<file path="config.mk">
export PLATFORM = sky130hd
export DESIGN_NAME = byte_reg_adder
export DESIGN_NICKNAME = d
export VERILOG_FILES = /design/src/rtl/bra_pkg.sv /design/src/rtl/bra_decode.sv /design/src/rtl/bra_lane_reg.sv /design/src/rtl/bra_sum_unit.sv /design/src/rtl/bra_read_mux.sv /design/src/rtl/byte_reg_adder.sv
export SDC_FILE = /design/constraint.sdc
export NUM_CORES = 1
export LEC_CHECK = 0
export CORE_UTILIZATION = 50
export CTS_CLUSTER_SIZE = 28
export DETAILED_ROUTE_END_ITERATION = 10
export PLACE_DENSITY = 0.68
export SETUP_SLACK_MARGIN = 0.15
export SYNTH_ARGS = -nofsm -noshare
export SYNTH_HDL_FRONTEND = slang
export SYNTH_SLANG_ARGS = --single-unit
</file>
<file path="constraint.sdc">
create_clock -name clk -period 3.4 [get_ports clk]
set_input_delay 0.85 -clock clk [delete_from_list [all_inputs] [get_ports clk]]
set_output_delay 0.85 -clock clk [all_outputs]
set_load 0.05 [all_outputs]
</file>
<file path="src/rtl/bra_pkg.sv">
package bra_pkg;

    localparam int unsigned BYTE_W     = 8;
    localparam int unsigned OPER_W     = 32;
    localparam int unsigned LANE_N     = OPER_W / BYTE_W;
    localparam int unsigned LANE_IDX_W = (LANE_N > 1) ? $clog2(LANE_N) : 1;
    localparam int unsigned SEL_W      = 4;

    // address space a decoded byte address falls into
    typedef enum logic [2:0] {
        SP_OPA   = 3'd0,
        SP_OPB   = 3'd1,
        SP_SUM   = 3'd2,
        SP_CARRY = 3'd3,
        SP_VOID  = 3'd4
    } space_e;

    typedef struct packed {
        space_e                space;
        logic [LANE_IDX_W-1:0] lane;
    } loc_t;

    typedef struct packed {
        logic              carry;
        logic [OPER_W-1:0] sum;
    } result_t;

    // blocks of LANE_N addresses: A, B, result, then carry at the first slot
    function automatic loc_t map_addr(input logic [SEL_W-1:0] a);
        loc_t        l;
        int unsigned blk;
        blk    = 32'(a) / LANE_N;
        l.lane = LANE_IDX_W'(32'(a) % LANE_N);
        case (blk)
            0:       l.space = SP_OPA;
            1:       l.space = SP_OPB;
            2:       l.space = SP_SUM;
            3:       l.space = (l.lane == '0) ? SP_CARRY : SP_VOID;
            default: l.space = SP_VOID;
        endcase
        return l;
    endfunction

    function automatic logic [LANE_N-1:0] lane_onehot(input logic [LANE_IDX_W-1:0] lane);
        return LANE_N'(1) << lane;
    endfunction

    function automatic logic [BYTE_W-1:0] byte_of(input logic [OPER_W-1:0] w,
                                                  input logic [LANE_IDX_W-1:0] lane);
        return BYTE_W'(w >> (32'(lane) * BYTE_W));
    endfunction

endpackage

</file>
<file path="src/rtl/bra_decode.sv">
module bra_decode
    import bra_pkg::*;
(
    input  logic [SEL_W-1:0]  addr,
    input  logic              wr_en,
    output loc_t              rd_loc,
    output logic [LANE_N-1:0] we_a,
    output logic [LANE_N-1:0] we_b
);

    loc_t loc;

    always_comb begin
        loc    = map_addr(addr);
        rd_loc = loc;
        we_a   = '0;
        we_b   = '0;
        if (wr_en) begin
            if (loc.space == SP_OPA) we_a = lane_onehot(loc.lane);
            if (loc.space == SP_OPB) we_b = lane_onehot(loc.lane);
        end
    end

endmodule

</file>
<file path="src/rtl/bra_lane_reg.sv">
module bra_lane_reg
    import bra_pkg::*;
#(
    parameter int unsigned LANES = LANE_N,
    parameter int unsigned BW    = BYTE_W,
    localparam int unsigned W    = LANES * BW
) (
    input  logic             clk,
    input  logic             rst,
    input  logic [LANES-1:0] we,
    input  logic [BW-1:0]    din,
    output logic [W-1:0]     q
);

    for (genvar g = 0; g < LANES; g++) begin : g_lane
        always_ff @(posedge clk) begin
            if (rst)        q[g*BW +: BW] <= '0;
            else if (we[g]) q[g*BW +: BW] <= din;
        end
    end

endmodule

</file>
<file path="src/rtl/bra_sum_unit.sv">
module bra_sum_unit
    import bra_pkg::*;
(
    input  logic              clk,
    input  logic              rst,
    input  logic              cmp_en,
    input  logic [OPER_W-1:0] opa,
    input  logic [OPER_W-1:0] opb,
    output result_t           res_q
);

    result_t res_d;

    always_comb begin
        res_d = {1'b0, opa} + {1'b0, opb};
    end

    always_ff @(posedge clk) begin
        if (rst)         res_q <= '0;
        else if (cmp_en) res_q <= res_d;
    end

endmodule

</file>
<file path="src/rtl/bra_read_mux.sv">
module bra_read_mux
    import bra_pkg::*;
(
    input  loc_t              loc,
    input  result_t           res,
    output logic [BYTE_W-1:0] dout
);

    always_comb begin
        case (loc.space)
            SP_SUM:   dout = byte_of(res.sum, loc.lane);
            SP_CARRY: dout = {{(BYTE_W-1){1'b0}}, res.carry};
            default:  dout = '0;
        endcase
    end

endmodule

</file>
<file path="src/rtl/byte_reg_adder.sv">
module byte_reg_adder
    import bra_pkg::*;
(
    input  logic              clk,
    input  logic              rst,
    input  logic              wr_en,
    input  logic              cmp_en,
    input  logic [SEL_W-1:0]  addr,
    input  logic [BYTE_W-1:0] din,
    output logic [BYTE_W-1:0] dout
);

    loc_t              rd_loc;
    logic [LANE_N-1:0] we_a;
    logic [LANE_N-1:0] we_b;
    logic [OPER_W-1:0] opa_q;
    logic [OPER_W-1:0] opb_q;
    result_t           res_q;

    bra_decode u_dec (
        .addr   (addr),
        .wr_en  (wr_en),
        .rd_loc (rd_loc),
        .we_a   (we_a),
        .we_b   (we_b)
    );

    bra_lane_reg u_opa (
        .clk (clk),
        .rst (rst),
        .we  (we_a),
        .din (din),
        .q   (opa_q)
    );

    bra_lane_reg u_opb (
        .clk (clk),
        .rst (rst),
        .we  (we_b),
        .din (din),
        .q   (opb_q)
    );

    bra_sum_unit u_sum (
        .clk    (clk),
        .rst    (rst),
        .cmp_en (cmp_en),
        .opa    (opa_q),
        .opb    (opb_q),
        .res_q  (res_q)
    );

    bra_read_mux u_rd (
        .loc  (rd_loc),
        .res  (res_q),
        .dout (dout)
    );

endmodule

</file>
# Yosys cells after proc, flatten, opt, wreduce, memory -nomap -nowiden
# Index checks and enable logic that the tools add are counted.
[totals] regBits=97 input_bits=16 output_inout_bits=8 elab_cells=29
[classes] n_addsub=1 eq_ne=6 shifts=2 mux=7 n_reduce_logical=3
[ops] cell="$add 32x32->33" count=1
[ops] cell="$logic_not 32->1" count=1
[ops] cell="$shr 32x5->8" count=1
[ops] cell="$mux 4" count=4
[ops] cell="$pmux 8 s2" count=1
[ops] cell="$pmux 3 s4" count=1
[ops] cell="$eq 3x2->1 const B" count=2
[ops] cell="$eq 2x2->1 const B" count=2
[ops] cell="$shl 1x2->4 const A" count=1
[ops] cell="$eq 3x1->1 const B" count=1
[ops] cell="$logic_not 3->1" count=1
[ops] cell="$mux 3" count=1
[ops] cell="$eq 2x1->1 const B" count=1
[ops] cell="$logic_not 2->1" count=1

# Longest topological paths before layout
[logic_depth] word_depth=6 depth_mapped=9 mapped_depth_nobuf=9

# By module
# From an unflattened synthesis, not the netlist that was laid out.
[hier_totals] hier_cells=596 hier_area_um2=5604.1
[by_module_without_submodules] module="bra_sum_unit" instances=1 cells_per_inst=351 area_per_inst_um2=2919.0 seq_area_each_um2=660.6
[by_module_without_submodules] module="bra_lane_reg" instances=2 cells_per_inst=103 area_per_inst_um2=1141.1 seq_area_each_um2=640.6
[by_module_without_submodules] module="bra_read_mux" instances=1 cells_per_inst=20 area_per_inst_um2=292.8 seq_area_each_um2=0.0
[by_module_without_submodules] module="bra_decode" instances=1 cells_per_inst=19 area_per_inst_um2=110.1 seq_area_each_um2=0.0

# Worst setup path before layout
# Ideal clock, no wire load.
[synth_timing] kind="input-to-output" from="input addr[0]" to="output dout[0]" arrival_time_ns=2.616 t_required_ns=2.550 setup_slack_ns=-0.066 path_stages=5 n_path_buf=2 path_cell_list="buf_2 buf_1 nor2_1 nand3_1 a21boi_0"
[synth_via] elab_chain_len=5 word_cells_on_any_way=7 classes_between="eq/ne (2); shift (1); mux (3); reduce/logical (1)"
[synth_rtl] item="start, declared" line_no="byte_reg_adder.sv:8" rtl="input logic [SEL_W-1:0] addr,"
[synth_rtl] item="$logic_not 2->1" line_no="bra_pkg.sv:38" rtl="3: l.space = (l.lane == '0) ? SP_CARRY : SP_VOID;"
[synth_rtl] item="$mux 3" line_no="bra_pkg.sv:38"
[synth_rtl] item="$pmux 3 s4" line_no="bra_pkg.sv:34" rtl="case (blk)"
[synth_rtl] item="$eq 3x2->1" line_no="bra_read_mux.sv:10" rtl="case (loc.space)"
[synth_rtl] item="$pmux 8 s2 (*)" line_no="bra_read_mux.sv:10"
[synth_rtl] item="end, declared" line_no="byte_reg_adder.sv:10" rtl="output logic [BYTE_W-1:0] dout"
# Every way passes the cells marked *; elsewhere a longest branch is shown, timed or not.

# Final worst setup path
[layout_timing] from="input addr[0]" to="output dout[5]"
# The elaborated chain is that of the path after synthesis.

==> impl_metrics.ini <==
[sta]
min_period_over_period = 0.9447
slew_headroom = 0.4716
fin_worst_skew_ns = 0.01556
worst-slew-pin-transition_ns = 0.7898
finalMaxSlewViolations = 0
setup_total_negative_slack_ns = 0
fin_crit_ns = 3.212
setup_repair_after_global_routing_missed_its_margin = false
maxClockFrequency_ghz = 0.3113
report.final.hold_viol_count = 0
setup_viol = 0

[critical_path]
crit_buf_inv = 3
worstSetupEndpointType = primary output
cpPeakStageDelay_ns = 0.51
slowest_stage = sky130_fd_sc_hd__mux4_2
timing.critical_path.required_ns = 2.55
sequence_of_cells_on_the_critical_path = clkdlybuf4s50_1, buf_12, mux4_2, nor2b_1, buf_4
crit_fanout = 12
timing.setup.critical_path_class = in -> out
startpoint_type = primary input
worst_path_dominant_cell_family = buffers and inverters
arrival_ns = 2.36

[detailed_routing]
routed_wl_um = 13570
viasPerCell = 5.897
post_detailed_route_drc_marker_count = 0
drtAntennaViolNets = 0
met3_wirelength_um = 719
first_pass_iters = 7
met2WireLength_um = 5908
detail_route.iter0.violations = 269
met1_length_um = 6706
highest_layer = met4
vias = 4511
avgRoutedWirePerCell_um = 17.74

[power]
irDropWorstVdd_v = 0.0003243
power-per-cell-area_nw_per_um2 = 339.9
power.leakage_uw = 0.002594

[placement]
dp.final_hpwl_um = 10030
buffer_ports.inserted = 23
placedInstanceArea_um2 = 5792
gp_congestion = 0.8966

[clock_tree]
cts_root_buffer = sky130_fd_sc_hd__clkbuf_8
clockBufferDepth = 2
cts.clk_slew.worst_paths_ns = 0.10
clock-sinks = 97
clk_latency_ns = 0.39
cts_buffers = 9
h_tree_depth = 3
tritoncts = yes

[final_layout]
nets = 673
diodes_inserted = 0
area_growth_syn_to_layout_pct = 8.902
final_layout_size_suffix_gt1_frac = 0.08585
final_area_um2 = 5969

[grt]
first_pass_grt_wire_length_um = 22070
grt_use_total = 0.2546
vias_in_the_first_global_route = 4228
initial_antenna_violation_count = 0
grt_overflow_total = 0
grt_start_max_net_pins = 43

[synth]
yosys_most_used_dff = sky130_fd_sc_hd__dfxtp_1
yosys_register_bits = 97
synth_cell_types = 58
synth.net_count = 667
synth-async-reset-ratio = 0
synth.yosys.seq_area_share = 0.3543
netlist_area_um2 = 5482
synth.largest_area_cell = sky130_fd_sc_hd__dfxtp_1
synth_top_area_frac = 0.3543
postSynthAreaPerCell_um2 = 8.870
yosysWarningCount = 0
gate_count_post_synth = 618
synth-edff-count = 0
synthTopCellsByArea = sky130_fd_sc_hd__dfxtp_1 35%, sky130_fd_sc_hd__mux2i_1 14%, sky130_fd_sc_hd__ha_1 7.3%

[min_path]
hp-class = reg -> reg

[outcome]
outcome = finished clean

[die]
core_region_area_um2 = 10460
fp.dieH_um = 106.7
std_cell_rows = 37
initial_standard_cell_utilization_of_the_core = 0.5239
io_pins = 24
die_x_um = 106.7
design.die.area_um2 = 11390

[run]
max_cap_viol = 0
==> state kept, by name (all words and copies together), names as in the netlist <==
register,flops
u_sum.res_q,33
u_opb.q,32
u_opa.q,32
==> routing by layer <==
layer / vias up / GRT usage
li1: 2222 / -
met1: 2185 / 0.3556
met2: 87 / 0.3862
met3: 17 / 0.06869
met4: 0 / 0.06947
met5: - / 0
==> cell usage after synthesis (4+ instances only) <==
cell type,n
sky130_fd_sc_hd__nor2_1,106
sky130_fd_sc_hd__dfxtp_1,97
sky130_fd_sc_hd__mux2i_1,76
sky130_fd_sc_hd__a21oi_1,33
sky130_fd_sc_hd__ha_1,32
sky130_fd_sc_hd__nand2_1,29
sky130_fd_sc_hd__clkbuf_1,28
sky130_fd_sc_hd__o21ai_0,27
sky130_fd_sc_hd__nand3_1,14
sky130_fd_sc_hd__a21o_1,13
sky130_fd_sc_hd__nor2b_1,11
sky130_fd_sc_hd__nand2b_1,9
sky130_fd_sc_hd__xor2_1,9
sky130_fd_sc_hd__a211oi_1,8
sky130_fd_sc_hd__mux4_2,8
sky130_fd_sc_hd__nand4_1,8
sky130_fd_sc_hd__nor3_1,8
sky130_fd_sc_hd__xnor2_1,8
sky130_fd_sc_hd__inv_1,7
sky130_fd_sc_hd__or3_1,7
sky130_fd_sc_hd__a211o_1,6
sky130_fd_sc_hd__a31oi_1,6
sky130_fd_sc_hd__buf_1,6
sky130_fd_sc_hd__o211ai_1,6
sky130_fd_sc_hd__and3_1,5
sky130_fd_sc_hd__buf_2,4
sky130_fd_sc_hd__nor3b_1,4
==> logic make-up after synthesis <==
family	count (synthesis)	share of synthesized area
compound gates	126	0.1541
mux	84	0.1716
buf+inv	47	0.03401
simple gates	214	0.1822
fa+ha+maj	33	0.07669
xor+xnor	17	0.02716
flops	97	0.3543
==> what timing repair did <==
action,CTS,global route
hold buffers,0,0
resized for setup,1,0
buffers inserted,0,1
endpoints found under the setup margin,4,5
==> final timing paths <==
| check | startpoint | to | slack (ns) | depth (start not counted) |
|---|---|---|---|---|
| hold / removal | u_sum.res_q[19] | u_sum.res_q[19] | 0.49 | 2 |
| setup reg to reg | u_opa.q[0] | u_sum.res_q[28] | 0.50 | 9 |
| setup / recovery | addr[0] | dout[5] | 0.19 | 5 |
| hold reg to reg | u_sum.res_q[19] | u_sum.res_q[19] | 0.49 | 2 |
==> through the flow <==
step           power [uW]  hold WS [ns]  cells    util  setup WS, ns
2_1_floorplan        1302        0.4198    618       -        0.1850
3_3_place_gp         1358        0.4627    748  0.5536        0.2093
3_5_place_dp         1362        0.4672    748  0.5536        0.1375
4_1_cts              2044        0.4813    764  0.5698        0.1760
5_1_grt              2105        0.5081    765  0.5706        0.1499
6_report             2029        0.4901    765  0.5706        0.1881
==> worst register-to-register path, cell delays in order, from the launching register on <==
cell and delay, ns:
sky130_fd_sc_hd__dfxtp_1 0.33, sky130_fd_sc_hd__ha_1 0.22, sky130_fd_sc_hd__fa_1 0.43, sky130_fd_sc_hd__a211oi_1 0.38, sky130_fd_sc_hd__o211ai_1 0.23, sky130_fd_sc_hd__a31oi_1 0.29, sky130_fd_sc_hd__nor3_1 0.14, sky130_fd_sc_hd__o211ai_1 0.37
sky130_fd_sc_hd__mux2i_1 0.13, sky130_fd_sc_hd__a211o_1 0.27
==> cell type report <==
type	count	area, um2
well taps	136	170.2
repair buffers	35	306.5
flip-flops and latches	97	1942
clock buffers	11	131.4
fillers	1003	4493
clock inverters	5	40.04
inverters	7	26.28
multi-input cells	474	3353
==> placed cells by master (no fill, tap or decap), types with 8 or more instances in the layout <==
master,n
sky130_fd_sc_hd__a211oi_1,8
sky130_fd_sc_hd__clkdlybuf4s50_1,13
sky130_fd_sc_hd__mux2i_1,76
sky130_fd_sc_hd__nand3_1,14
sky130_fd_sc_hd__nand2_1,29
sky130_fd_sc_hd__buf_4,19
sky130_fd_sc_hd__xor2_1,9
sky130_fd_sc_hd__dfxtp_1,97
sky130_fd_sc_hd__xnor2_1,8
sky130_fd_sc_hd__ha_1,32
sky130_fd_sc_hd__nor2b_1,11
sky130_fd_sc_hd__o21ai_0,27
sky130_fd_sc_hd__mux4_2,8
sky130_fd_sc_hd__nand4_1,8
sky130_fd_sc_hd__nor2_1,106
sky130_fd_sc_hd__clkbuf_8,9
sky130_fd_sc_hd__nor3_1,8
sky130_fd_sc_hd__a21o_1,13
sky130_fd_sc_hd__nand2b_1,9
sky130_fd_sc_hd__a21oi_1,33
==> power by group <==
group / internal (uW) / switching (uW)
registers: 1150 / 10.7
clock network: 272 / 420
logic: 68.6 / 106
No activity file was read; power rests on OpenSTA's default activity.
